## config.mk

```make
export PLATFORM = sky130hd
export DESIGN_NAME = qspi_sclk_gen
export DESIGN_NICKNAME = d
export VERILOG_FILES = /design/src/rtl/qspi_sclk_gen.sv
export SDC_FILE = /design/constraint.sdc
export NUM_CORES = 1
export LEC_CHECK = 0
export ABC_AREA = 1
export CAP_MARGIN = 20
export CORE_MARGIN = 10
export CORE_UTILIZATION = 55
export CTS_BUF_LIST = sky130_fd_sc_hd__clkbuf_8 sky130_fd_sc_hd__clkbuf_16
export CTS_CLUSTER_SIZE = 20
export DETAILED_ROUTE_END_ITERATION = 10
export DONT_BUFFER_PORTS = 1
export PLACE_DENSITY = 0.73
export SETUP_SLACK_MARGIN = 0.1
export SLEW_MARGIN = 20
export SYNTH_ARGS = -nofsm -noshare
export SYNTH_HDL_FRONTEND = slang
export SYNTH_SLANG_ARGS = --single-unit
export TNS_END_PERCENT = 5
```

## constraint.sdc

```tcl
create_clock -name clk -period 1.52 [get_ports clk]
set_input_delay 0.152 -clock clk [delete_from_list [all_inputs] [get_ports clk]]
set_output_delay 0.152 -clock clk [all_outputs]
set_load 0.005 [all_outputs]
```

## src/rtl/qspi_sclk_gen.sv

```systemverilog
module qspi_sclk_gen #(
  parameter int DIV_W  = 16,
  parameter int NUM_CS = 4,
  parameter int DLY_W  = 5,
  localparam int SEL_W  = (NUM_CS > 1) ? $clog2(NUM_CS) : 1,
  localparam int MODE_W = 3 + DLY_W
) (
  input  logic                     clk,
  input  logic                     rst_n,
  input  logic                     clk_en,
  input  logic [DIV_W-1:0]         clk_div,
  input  logic [NUM_CS*MODE_W-1:0] dev_ctrl,
  input  logic [SEL_W-1:0]         cs_sel,
  input  logic                     frame_active,
  output logic                     sclk,
  output logic                     sample_stb,
  output logic                     shift_stb,
  output logic                     cs_act_high,
  output logic [DLY_W-1:0]         data_dly
);

  logic [MODE_W-1:0] mode_byte;
  logic              cpol, cpha;
  logic [DIV_W-1:0]  eff_div, half, cnt, div_q;
  logic              run, reload;
  logic              sclk_q, smp_q, shf_q;

  assign mode_byte   = dev_ctrl[cs_sel*MODE_W +: MODE_W];
  assign cpol        = mode_byte[0];
  assign cs_act_high = mode_byte[1];
  assign cpha        = mode_byte[2];
  assign data_dly    = mode_byte[3 +: DLY_W];

  assign eff_div = (clk_div == '0) ? DIV_W'(1) : clk_div;
  assign half    = (eff_div >> 1) + DIV_W'(eff_div[0]);
  assign run     = clk_en & frame_active;
  assign reload  = (clk_div != div_q);

  always_ff @(posedge clk or negedge rst_n) begin
    if (!rst_n) begin
      cnt    <= '0;
      div_q  <= '0;
      sclk_q <= 1'b0;
      smp_q  <= 1'b0;
      shf_q  <= 1'b0;
    end else begin
      div_q <= clk_div;
      smp_q <= 1'b0;
      shf_q <= 1'b0;
      if (!run || reload) begin
        cnt    <= '0;
        sclk_q <= cpol;
      end else begin
        cnt <= (cnt == eff_div) ? '0 : cnt + DIV_W'(1);
        if (cnt == '0) begin
          sclk_q <= ~cpol;
          smp_q  <= ~cpha;
          shf_q  <= cpha;
        end else if (cnt == half) begin
          sclk_q <= cpol;
          smp_q  <= cpha;
          shf_q  <= ~cpha;
        end
      end
    end
  end

  assign sclk       = sclk_q;
  assign sample_stb = smp_q;
  assign shift_stb  = shf_q;

endmodule

```

==> flow_summary.rst <==
.. list-table::
   :header-rows: 1

   * - Metric
     - Value
   * - Outcome
     - finished with violations
   * - Failing checks
     - negative setup slack
   * - Cell area after placement
     - 0.003432 mm2
   * - Die W
     - 93.66 um
   * - Most repeated cell in the gate-level netlist after synthesis
     - nand2_1
   * - Floorplan Core Area
     - 0.005172 mm2
   * - Kind of start point of the critical path
     - flip-flop
   * - Count of flip-flops with a built-in enable after synthesis
     - 0
   * - Critical path peak fanout
     - 15
   * - Total global routing track utilization
     - 0.2046
   * - Diode count
     - 0
   * - Clock latency on the worst-skew pair
     - 0.30 ns
   * - Post-route clock skew
     - 0.008297 ns
   * - Nets in the synthesized netlist
     - 508
   * - Port-buffer cells
     - 0
   * - Max-slew violation count
     - 0
   * - Type of destination of the critical path
     - flip-flop
   * - Maximum buffer depth of the clock tree
     - 2
   * - Final Util
     - 0.7419
   * - Wire length of the first global-routing pass
     - 14560 um
   * - Simple logic cell fraction of the synthesized area
     - 0.4126
   * - Share of the synthesized area in the top cell type
     - 0.2935
   * - Sequential element share of the synthesized area
     - 0.2935
   * - Post-layout worst setup margin
     - -0.3215 ns
   * - Post-route DRC
     - 0
   * - Yosys warns
     - 0
   * - Multiplexer share of the synthesized area
     - 0
   * - Die extent in y
     - 93.66 um
   * - Proportion of layout cells with a drive suffix above 1
     - 0.2062
   * - Time the worst path needs with I/O delays and setup
     - 1.842 ns
   * - Via count of the first global-routing pass
     - 3070
   * - H-tree levels
     - 2
   * - Post-synth top area cell
     - dfrtp_1
   * - Combined area of all synthesized cells
     - 0.002984 mm2
   * - Number of DRC markers in iteration 0
     - 243
   * - Top_reg_cell synth
     - dfrtp_1
   * - Total vias in the final route
     - 3204
   * - Final weighted congestion of routability-driven global placement
     - 0.9489
   * - Post-synthesis average cell area
     - 6.617 um2
   * - Period Utilization, post-route
     - 1.212
   * - Number of hold violations in the final report
     - 0
   * - Most frequent cells after synthesis
     - nand2_1 (98), nor2_1 (87), inv_1 (47)
   * - Max Clk Rate
     - 0.5430 GHz
   * - Number of clock sinks
     - 35
   * - Layout net count
     - 575
   * - Clock root cell
     - clkbuf_8
   * - Post-Synth Adder-Cell Area
     - 0.01258
   * - Clock tree from TritonCTS
     - yes
   * - Total Die Area
     - 0.008772 mm2
   * - Final-layout fill cell count
     - 403
   * - Main combinational cell family by area after synthesis
     - simple AND/OR/NAND/NOR gates
   * - Count of state elements after synthesis
     - 35
   * - Antenna viol nets, final
     - 0
   * - Fraction of registers with async set or reset after synthesis
     - 1.000
   * - Layout Cell Area excl Fill
     - 0.003837 mm2
   * - 1st-pass router iterations
     - 4
   * - Global-route congestion overflow total
     - 0
   * - Clock transition at the registers of the reported paths
     - 0.08 ns
   * - Syn-to-layout area delta
     - 28.60%
   * - Number of buffers added by the clock tree synthesis step
     - 5
   * - Largest net degree at the start of global routing
     - 36
   * - Number of failing setup endpoints in the final timing report
     - 19
   * - Site Rows
     - 26
   * - Start-to-end type of the worst setup path
     - flip-flop to flip-flop
   * - Rel. slew slack
     - 0.7477
   * - Post-DR wirelength/cell
     - 15.40 um
   * - Tightest Hold Check Type
     - input port to flip-flop
   * - Number of antenna violations at the first check in global routing
     - 0
   * - Transition time at the pin with the least slew margin
     - 0.3750 ns
   * - Max-capacitance violation count
     - 0
   * - Post-Route WL
     - 9073 um
   * - Effective utilization at floorplan
     - 0.5769
   * - Main area contributors after synthesis
     - dfrtp_1 (29%), nand2_1 (12%), nor2_1 (11%)
   * - Area fraction in compound gates after synthesis
     - 0.07128
   * - HPWL after DPL
     - 6821 um
   * - Post-synthesis share of cell area spent on xor and xnor gates
     - 0.1027
   * - Synth unique cells
     - 37
   * - Count of pins on the block boundary
     - 63
   * - RSZ-0062 raised after global routing
     - true
   * - Req. time, crit path
     - 1.71 ns
   * - Pleak
     - 0.001851 uW
   * - VDD IR max
     - 0.0003495 V
   * - Endpoint arrival time on the critical path
     - 2.03 ns
   * - Cell count after synthesis
     - 451
   * - Via density per instance
     - 5.440
   * - Power density over cell area
     - 550.7 mW/mm2
stage by stage:
step                total power [uW]  cells  setup WS [ns]  hold WS [ns]  setup TNS [ns]
floorplan                       1249    451       -0.09106       -0.1436         -0.2645
global placement                1277    560        -0.2231       -0.1423          -1.935
detailed placement              1285    560        -0.2153       -0.1422          -3.000
CTS                             2106    586        -0.1709        0.1422          -2.059
global route                    2209    589        -0.4921        0.2195          -7.120
finish                          2113    589        -0.3215        0.1417          -4.232
where the power goes:
group / internal [uW] / switching [uW]
clock: 407 / 362
combinational: 167 / 209
sequential: 955 / 13.0
routing by layer:
| metal | wire length [um] | GRT usage | vias up |
|---|---|---|---|
| met2 | 4717 | 0.3695 | 100 |
| met5 | 0 | 0 | - |
| met1 | 3522 | 0.2324 | 1514 |
| met3 | 700 | 0.05036 | 13 |
| li1 | - | - | 1577 |
| met4 | 133 | 0.05823 | 0 |
cells in the final DEF (no fill, tap or decap), drive strengths merged, types with 7 or more instances in the layout:
cell type    instances
nor3b               10
o22ai                8
o21ai               19
nor2                89
inv                 60
nor3                16
xor2                24
buf                 60
nand2              100
clkbuf               7
dfrtp               35
nand4               15
nor4                 8
dlygate4sd3         17
xnor2               11
nand3               18
repair_timing:
action | CTS | global route
pin swaps | 0 | 7
hold endpoints to repair | 51 | 0
buffers inserted | 0 | 3
gates resized for setup | 4 | 16
endpoints found under the setup margin | 19 | 19
hold buffers | 18 | 0
critical path, cell delays in order, from the launching register on:
cell	delay (ns)
dfrtp_2	0.44
inv_2	0.09
nand2_1	0.06
o2111ai_1	0.10
nor4_1	0.36
nand4_1	0.30
nand2_8	0.21
inv_1	0.07
nand2_1	0.06
nor2_1	0.03
area by class of cell:
type                    count  area [um2]  share of cell area
inverters                  61       229.0             0.05967
clock buffers               7       96.34             0.02511
well taps                  70       87.58             0.02282
clock inverters             1       3.754           0.0009782
flip-flops and latches     35       878.3              0.2289
multi-input cells         338        1906              0.4966
repair buffers             77       636.9              0.1660
state kept, by name (all words and copies together) (netlist names):
| name | count |
|---|---|
| div_q | 16 |
| shift_stb | 1 |
| sclk | 1 |
| sample_stb | 1 |
| cnt | 16 |
final timing paths:
path                                    from  endpoint  slack (ns)  cells past startpoint
worst max-delay path                  cnt[6]   cnt[15]       -0.32                      9
worst min-delay path            frame_active      sclk        0.14                      4
worst max register to register        cnt[6]   cnt[15]       -0.32                      9
worst min register to register        cnt[0]    cnt[0]        0.49                      1
max in group asynchronous              rst_n    cnt[6]        1.02                      2
min in group asynchronous              rst_n  div_q[1]        0.30                      2
logic make-up (layout without fill, tap and decap cells):
| family | count (synthesis) | count (layout) |
|---|---|---|
| AOI/OAI and AO/OA | 37 | 37 |
| xor gates and xnor gates | 35 | 35 |
| adders and majority gates | 3 | 3 |
| buffers and inverters | 78 | 146 |
| DFF | 35 | 35 |
| and+or+nand+nor | 263 | 263 |
(Power assumes the default switching activity.)
